File: src/rtl/gpio_bank_pkg.sv
package gpio_bank_pkg;

  localparam logic [7:0] ADDR_SYS  = 8'h02;
  localparam logic [7:0] ADDR_IEN  = 8'h08;
  localparam logic [7:0] ADDR_STAT = 8'h09;
  localparam logic [7:0] ADDR_MON  = 8'h10;
  localparam logic [7:0] ADDR_OUT  = 8'h11;
  localparam logic [7:0] ADDR_DIR  = 8'h12;

  // control register bit positions
  localparam int SYS_POL   = 0;
  localparam int SYS_SHDN  = 1;
  localparam int SYS_GIEN  = 2;
  localparam int SYS_SRST  = 7;

  typedef enum logic [2:0] {
    SEL_NONE,
    SEL_SYS,
    SEL_IEN,
    SEL_STAT,
    SEL_MON,
    SEL_OUT,
    SEL_DIR
  } rdSel_e;

  typedef struct packed {
    logic   wrDir;
    logic   wrOut;
    logic   wrIen;
    logic   wrSys;
    logic   softRst;
    logic   rdStat;
    logic   rdEn;
    rdSel_e rdSel;
  } strobes_t;

endpackage

File: src/rtl/gpio_bank_ctrl.sv
module gpio_bank_ctrl
  import gpio_bank_pkg::*;
(
  input  logic [7:0] regAddr,
  input  logic       regWrEn,
  input  logic       srstBit,
  input  logic       regRdEn,
  input  logic       shutdown,
  output strobes_t   strobes
);

  logic wrOk;
  logic rdOk;
  rdSel_e sel;

  assign wrOk = regWrEn && !shutdown;
  assign rdOk = regRdEn && !shutdown;

  always_comb begin
    case (regAddr)
      ADDR_SYS:  sel = SEL_SYS;
      ADDR_IEN:  sel = SEL_IEN;
      ADDR_STAT: sel = SEL_STAT;
      ADDR_MON:  sel = SEL_MON;
      ADDR_OUT:  sel = SEL_OUT;
      ADDR_DIR:  sel = SEL_DIR;
      default:   sel = SEL_NONE;
    endcase
  end

  always_comb begin
    strobes         = '0;
    strobes.wrDir   = wrOk && (sel == SEL_DIR);
    strobes.wrOut   = wrOk && (sel == SEL_OUT);
    strobes.wrIen   = wrOk && (sel == SEL_IEN);
    strobes.wrSys   = wrOk && (sel == SEL_SYS) && !srstBit;
    strobes.softRst = wrOk && (sel == SEL_SYS) && srstBit;
    strobes.rdStat  = rdOk && (sel == SEL_STAT);
    // a read while shut down still updates the data register, with zero
    strobes.rdEn    = regRdEn;
    strobes.rdSel   = rdOk ? sel : SEL_NONE;
  end

endmodule

File: src/rtl/gpio_bank_datapath.sv
module gpio_bank_datapath
  import gpio_bank_pkg::*;
#(
  parameter int PIN_COUNT     = 8,
  parameter int STABLE_CYCLES = 4
) (
  input  logic                 clk,
  input  logic                 rst_n,
  input  strobes_t             strobes,
  input  logic [7:0]           regWrData,
  output logic [7:0]           regRdData,
  input  logic [PIN_COUNT-1:0] pinIn,
  output logic [PIN_COUNT-1:0] pinOe,
  output logic [PIN_COUNT-1:0] pinOut,
  output logic                 irqOe,
  output logic                 irqLevel,
  output logic                 shutdown,
  output logic [PIN_COUNT-1:0] statusQ,
  output logic [PIN_COUNT-1:0] ienQ,
  output logic [2:0]           sysQ
);

  localparam int CNT_W = (STABLE_CYCLES > 1) ? $clog2(STABLE_CYCLES) : 1;
  localparam logic [CNT_W-1:0] CNT_LAST = CNT_W'(STABLE_CYCLES - 1);

  logic [PIN_COUNT-1:0] dirQ;
  logic [PIN_COUNT-1:0] outQ;
  logic [PIN_COUNT-1:0] syncA;
  logic [PIN_COUNT-1:0] syncB;
  logic [PIN_COUNT-1:0] filtLvl;
  logic [PIN_COUNT-1:0] chgEvt;

  // two-flop synchronizer
  always_ff @(posedge clk or negedge rst_n) begin
    if (!rst_n) begin
      syncA <= '0;
      syncB <= '0;
    end else begin
      syncA <= pinIn;
      syncB <= syncA;
    end
  end

  // per-pin stable-count filter; the filtered level moves only after
  // STABLE_CYCLES matching samples, and that move is the change event
  for (genvar i = 0; i < PIN_COUNT; i++) begin : gFilt
    logic [CNT_W-1:0] cnt;
    logic             lvl;
    logic             differ;

    assign differ = syncB[i] != lvl;

    always_ff @(posedge clk or negedge rst_n) begin
      if (!rst_n) begin
        cnt <= '0;
        lvl <= 1'b0;
      end else if (differ) begin
        if (cnt == CNT_LAST) begin
          lvl <= syncB[i];
          cnt <= '0;
        end else begin
          cnt <= cnt + 1'b1;
        end
      end else begin
        cnt <= '0;
      end
    end

    assign filtLvl[i] = lvl;
    assign chgEvt[i]  = differ && (cnt == CNT_LAST);
  end

  // configuration registers
  always_ff @(posedge clk or negedge rst_n) begin
    if (!rst_n) begin
      dirQ <= '0;
      outQ <= '0;
      ienQ <= '0;
      sysQ <= '0;
    end else if (strobes.softRst) begin
      dirQ <= '0;
      outQ <= '0;
      ienQ <= '0;
      sysQ <= '0;
    end else begin
      if (strobes.wrDir) dirQ <= regWrData[PIN_COUNT-1:0];
      if (strobes.wrOut) outQ <= regWrData[PIN_COUNT-1:0];
      if (strobes.wrIen) ienQ <= regWrData[PIN_COUNT-1:0];
      if (strobes.wrSys) sysQ <= {regWrData[SYS_GIEN], regWrData[SYS_SHDN],
                                  regWrData[SYS_POL]};
    end
  end

  // sticky change status, cleared by reading it; a same-cycle event survives
  always_ff @(posedge clk or negedge rst_n) begin
    if (!rst_n) begin
      statusQ <= '0;
    end else if (strobes.softRst) begin
      statusQ <= '0;
    end else begin
      statusQ <= (strobes.rdStat ? '0 : statusQ) | chgEvt;
    end
  end

  // registered read port
  always_ff @(posedge clk or negedge rst_n) begin
    if (!rst_n) begin
      regRdData <= '0;
    end else if (strobes.rdEn) begin
      regRdData <= '0;
      case (strobes.rdSel)
        SEL_SYS:  regRdData <= {5'b0, sysQ};
        SEL_IEN:  regRdData[PIN_COUNT-1:0] <= ienQ;
        SEL_STAT: regRdData[PIN_COUNT-1:0] <= statusQ;
        SEL_MON:  regRdData[PIN_COUNT-1:0] <= filtLvl;
        SEL_OUT:  regRdData[PIN_COUNT-1:0] <= outQ;
        SEL_DIR:  regRdData[PIN_COUNT-1:0] <= dirQ;
        default:  regRdData <= '0;
      endcase
    end
  end

  assign pinOe    = dirQ;
  assign pinOut   = outQ;
  assign shutdown = sysQ[1];
  assign irqOe    = sysQ[2] && |(statusQ & ienQ);
  assign irqLevel = sysQ[0];

endmodule

File: src/rtl/gpio_change_bank.sv
module gpio_change_bank
  import gpio_bank_pkg::*;
#(
  parameter int PIN_COUNT     = 8,
  parameter int STABLE_CYCLES = 4
) (
  input  logic                 clk,
  input  logic                 rst_n,
  input  logic [7:0]           regAddr,
  input  logic                 regWrEn,
  input  logic [7:0]           regWrData,
  input  logic                 regRdEn,
  output logic [7:0]           regRdData,
  input  logic [PIN_COUNT-1:0] pinIn,
  output logic [PIN_COUNT-1:0] pinOe,
  output logic [PIN_COUNT-1:0] pinOut,
  output logic                 irqOe,
  output logic                 irqLevel,
  output logic                 ifaceShutdown
);

  strobes_t             strobes;
  logic [PIN_COUNT-1:0] statusQ;
  logic [PIN_COUNT-1:0] ienQ;
  logic [2:0]           sysQ;

  gpio_bank_ctrl uCtrl (
    .regAddr  (regAddr),
    .regWrEn  (regWrEn),
    .srstBit  (regWrData[SYS_SRST]),
    .regRdEn  (regRdEn),
    .shutdown (ifaceShutdown),
    .strobes  (strobes)
  );

  gpio_bank_datapath #(
    .PIN_COUNT     (PIN_COUNT),
    .STABLE_CYCLES (STABLE_CYCLES)
  ) uDp (
    .clk       (clk),
    .rst_n     (rst_n),
    .strobes   (strobes),
    .regWrData (regWrData),
    .regRdData (regRdData),
    .pinIn     (pinIn),
    .pinOe     (pinOe),
    .pinOut    (pinOut),
    .irqOe     (irqOe),
    .irqLevel  (irqLevel),
    .shutdown  (ifaceShutdown),
    .statusQ   (statusQ),
    .ienQ      (ienQ),
    .sysQ      (sysQ)
  );

endmodule

File: config.mk
export PLATFORM = sky130hd
export DESIGN_NAME = gpio_change_bank
export DESIGN_NICKNAME = d
export VERILOG_FILES = /design/src/rtl/gpio_bank_pkg.sv /design/src/rtl/gpio_bank_ctrl.sv /design/src/rtl/gpio_bank_datapath.sv /design/src/rtl/gpio_change_bank.sv
export SDC_FILE = /design/constraint.sdc
export NUM_CORES = 1
export LEC_CHECK = 0
export BUFFER_PORTS_ARGS = -buffer_cell sky130_fd_sc_hd__buf_4
export CAP_MARGIN = 5
export CELL_PAD_IN_SITES_DETAIL_PLACEMENT = 1
export CELL_PAD_IN_SITES_GLOBAL_PLACEMENT = 2
export CORE_UTILIZATION = 30
export CTS_CLUSTER_SIZE = 12
export DETAILED_ROUTE_END_ITERATION = 12
export GPL_TIMING_DRIVEN = 0
export PLACE_DENSITY_LB_ADDON = 0.1
export REMOVE_ABC_BUFFERS = 1
export SETUP_SLACK_MARGIN = 0.1
export SLEW_MARGIN = 20
export SYNTH_ARGS = -nofsm -noshare
export SYNTH_HDL_FRONTEND = slang
export SYNTH_HIERARCHICAL = 1
export SYNTH_SLANG_ARGS = --single-unit
export TNS_END_PERCENT = 30
File: constraint.sdc
create_clock -name clk -period 3.8 [get_ports clk]
set_input_delay 0.57 -clock clk [delete_from_list [all_inputs] [get_ports clk]]
set_output_delay 0.57 -clock clk [all_outputs]
set_load 0.01 [all_outputs]
# Word level (Yosys, flattened, before mapping)
# Cells that the tools add are included.
classes:
  addsub: 8
  eq_ne: 33
  muxes: 29
  n_bitwise: 2
  n_reduce_logical: 33
op_table:
  columns: ["cell", "n"]
  rows:
  - ["$mux 8", 8]
  - ["$pmux 8 s6", 1]
  - ["$mux 2", 16]
  - ["$eq 8x5->1 const B", 3]
  - ["$logic_and 1x1->1", 18]
  - ["$pmux 3 s6", 1]
  - ["$add 2x1->2 const B", 8]
  - ["$eq 2x2->1 const B", 8]
  - ["$eq 8x4->1 const B", 2]
  - ["$reduce_and 2->1", 8]
  - ["$eq 3x3->1 const B", 5]
  - ["$eq 3x2->1 const B", 4]
  - ["$mux 3", 3]
  - ["$and 8x8->8", 1]
  - ["$eq 8x2->1 const B", 1]
  - ["$ne 1x1->1", 8]
  - ["$or 8x8->8", 1]
  - ["$reduce_bool 2->1", 4]
  - ["$reduce_or 8->1", 1]
  - ["$eq 3x1->1 const B", 2]
  - ["$logic_not 1->1", 2]
totals:
  register_bits: 83
  input_bits: 28
  out_inout_bits: 27
  elab_cells: 129

# Longest topological paths before layout
logic_depth:
  ltp_word: 7
  depth_mapped: 8
  depth_no_buf: 7

# Modules after synthesis
# The synthesis kept the hierarchy.
by_module_without_submodules:
  columns: ["mod", "n_inst", "cells_each", "area_per_inst_um2", "seq_area_each_um2"]
  rows:
  - ["gpio_bank_datapath", 1, 279, 3494.6, 2077.0]
  - ["gpio_bank_ctrl", 1, 23, 186.4, 0.0]

# Worst setup path before layout
# Ideal clock, no wire load.
synth_timing:
  kind: "input-to-reg"
  from: "in regAddr[5]"
  to: "reg uDp.regRdData[3]"
  setup_time_ps: 136
  arrival_ps: 2282
  required_ps: 3664
  path_slack_ps: 1382
  cell_stages: 8
  path_buffers: 1
  path_cell_list: "nor4_4 nand3b_2 a21oi_1 buf_6 mux2_1 a32o_1 a21oi_1 o22ai_1"
synth_lines:
  columns: ["element", "line_no", "source"]
  rows:
  - ["from (decl)", "gpio_change_bank.sv:9", "input logic [7:0] regAddr,"]
  - ["to (signal assigned)", "gpio_bank_datapath.sv:112", "SEL_SYS: regRdData <= {5'b0, sysQ};"]
  - ["to (signal, indexed assignment)", "gpio_bank_datapath.sv:113", "SEL_IEN: regRdData[PIN_COUNT-1:0] <= ienQ;"]
  - ["to (signal, indexed assignment)", "gpio_bank_datapath.sv:114", "SEL_STAT: regRdData[PIN_COUNT-1:0] <= statusQ;"]
  - ["to (decl)", "gpio_bank_datapath.sv:11", "output logic [7:0] regRdData,"]

==> key figures <==
Hold path
  – Hold Crit Class: in -> async

Floorplan
  – I/O Pins: 55
  – Die width: 113 um
  – Die ar.: 12700 um^2
  – Initial core utilization: between 30% and 40%
  – Core ar.: approximately 12000 um^2
  – FP Rows: 40
  – Die span in y: between 100 and 150 um

Drt
  – DR vias: 2576
  – Avg WL per Cell: roughly 19 um
  – Average vias per placed instance: roughly 5.0
  – DRT Pass-1 Iters: 5
  – Antenna viol nets, final: 0
  – Drc violations: 0
  – Initial DRC count: 151
  – WL final: between 9000 and 10000 um

Critical path
  – Arr. time, crit path: approximately 3.2 ns
  – Bufs and invs on worst path: 2
  – CP top delay family: simple AND/OR/NAND/NOR gates
  – Crit Path Class: in -> reg
  – CP required: about 4 ns
  – Cell depth of the worst setup path: 8
  – Crit-path max FO: 11
  – Cell depth of the worst flop-to-flop path: 6
  – Startpoint types: input pin
  – Worst-path cell chain: buf_4, nor4_4, nand3b_2, nor2_1, inv_1, and3_4, a222oi_1, o22ai_1
  – Crit-path max cell delay: around 0.80 ns
  – Crit-path slowest cell: nor2_1
  – Crit end category: register

Clock network
  – Post-CTS resize count: 0
  – Post-CTS setup buffer count: 0
  – Clk sinks: 83
  – Buffer type at the clock tree root: clkbuf_16
  – Hold Buf Count CTS: 0
  – Clk_lat worst skew: between 0.3 and 0.4 ns
  – CTS H-tree depth: 3
  – Reg clk slew, reported paths: ~0.060 ns
  – CTS tree: yes
  – TritonCTS Buffers: 9
  – CTS Buffer Depth: 2

GRT
  – Largest net degree at the start of global routing: 84
  – Vias in the first global route: around 2800
  – Initial antenna violation count: 0
  – First-pass GRT wire length: between 15000 and 20000 um
  – Total track usage: about 17%
  – GRT overflow: 0

Finish
  – Layout cells sized above 1: 27.9%
  – Fin nets: around 400
  – Most common cell after layout, fill and taps aside: dfrtp_1
  – P&R area growth vs syn: 25.1%
  – Layout Cells excl Fill: around 510
  – N_diodes: 0
  – Most frequent cells in the layout: 83 x dfrtp_1, 54 x buf_4, 38 x nor2_1

Timing
  – Final Hold Fails: 0
  – Post-route setup TNS: 0 ns
  – Slew of the pin with the lowest slew margin: 0.980 ns
  – Crit share post-route: around 79%
  – Final Critical Period: about 3 ns
  – Unrepaired setup endpoints after global routing: false
  – Min setup slack post-route: between 0.8 and 0.9 ns
  – Fmax: between 0.3 and 0.4 GHz
  – Setup violators final: 0
  – Clk_skew: 0.00549 ns
  – Slew Limit Fails: 0
  – Max_slew headroom: between 30% and 40%

Flow run
  – Max-Cap Viols: 0

Place
  – Final Wtd Congestion: 0.715
  – Placed cells: around 500
  – PortBufs: 54
  – DP HPWL: ~6800 um
  – Placement Setup Slack: ~0.43 ns

Power
  – Worst VDD drop: 0.262 mV
  – Leak Pwr: 2.04 nW
  – P per Cell Area: between 500 and 600 nW/um^2

Logic synthesis
  – Synthesized area: around 3700 um^2
  – Cells after Synth: 300
  – Avg Cell Area, Syn: ~12 um^2
  – Warnings, synthesis: 6

Status
  – Outcome: finished, final reports clean
[report_power, final]
group	internal (mW)	switching, mW	total [mW]	leakage (nW)
Clock	0.477	0.341	0.818	0.137
Combinational	0.213	0.179	0.391	0.844
Sequential	1.05	0.126	1.18	1.06
Total	1.74	0.645	2.39	2.04
[worst reg2reg max path: cells and delay by family, from the launching register on]
kind | cells | cell delay (ns)
AOI/OAI and AO/OA | 2 | 0.47
buffers and inverters | 1 | 0.33
DFF | 1 | 0.44
and+or+nand+nor | 3 | 1.42
[flip-flops by register name (all words and copies together), names as in the netlist]
signal         flops
uDp/statusQ        8
uDp/pinOe          8
uDp/ienQ           8
uDp/sysQ           3
uDp/gFilt.lvl      8
uDp/syncA          8
uDp/pinOut         8
uDp/regRdData      8
uDp/syncB          8
uDp/gFilt.cnt     16
[metrics by stage]
step                      instance area [um^2]  util [%]  hold WS, ns  power, mW
after global placement                    4190      35.0        0.333       1.58
after floorplan                           3600         -        0.274       1.43
final                                     4580      38.3        0.259       2.39
after CTS                                 4570      38.2        0.315       2.44
after global routing                      4580      38.3        0.316       2.55
after detailed placement                  4300      35.9        0.336       1.60
[worst paths after layout]
| path | to | start | slack (ns) |
|---|---|---|---|
| hold reg to reg | uDp/syncB[6] | uDp/syncA[6] | 0.35 |
| min in group clk | uDp/syncA[0] | pinIn[0] | 0.33 |
| max in group asynchronous | uDp/gFilt[7].cnt[1] | rst_n | 2.98 |
| setup / recovery | uDp/regRdData[5] | regAddr[5] | 0.81 |
| setup reg to reg | uDp/regRdData[5] | uDp/sysQ[1] | 1.00 |
| hold / removal | uDp/gFilt[4].cnt[1] | rst_n | 0.26 |
[layout make-up]
cell class              count  area (um^2)
flip-flops and latches     83         2080
fillers                  1292         7380
clock buffers              14          264
inverters                  12         47.5
repair buffers             61          482
well taps                 147          184
clock inverters             2         10.0
multi-input cells         193         1520
[metal layers]
metal	global-route usage [%]	vias up	routed length [um]
met1	23.5	1323	4670
met4	8.00	0	176
li1	-	1187	-
met3	3.94	12	386
met5	0	-	0
met2	25.4	54	4440
(Power assumes the default switching activity.)
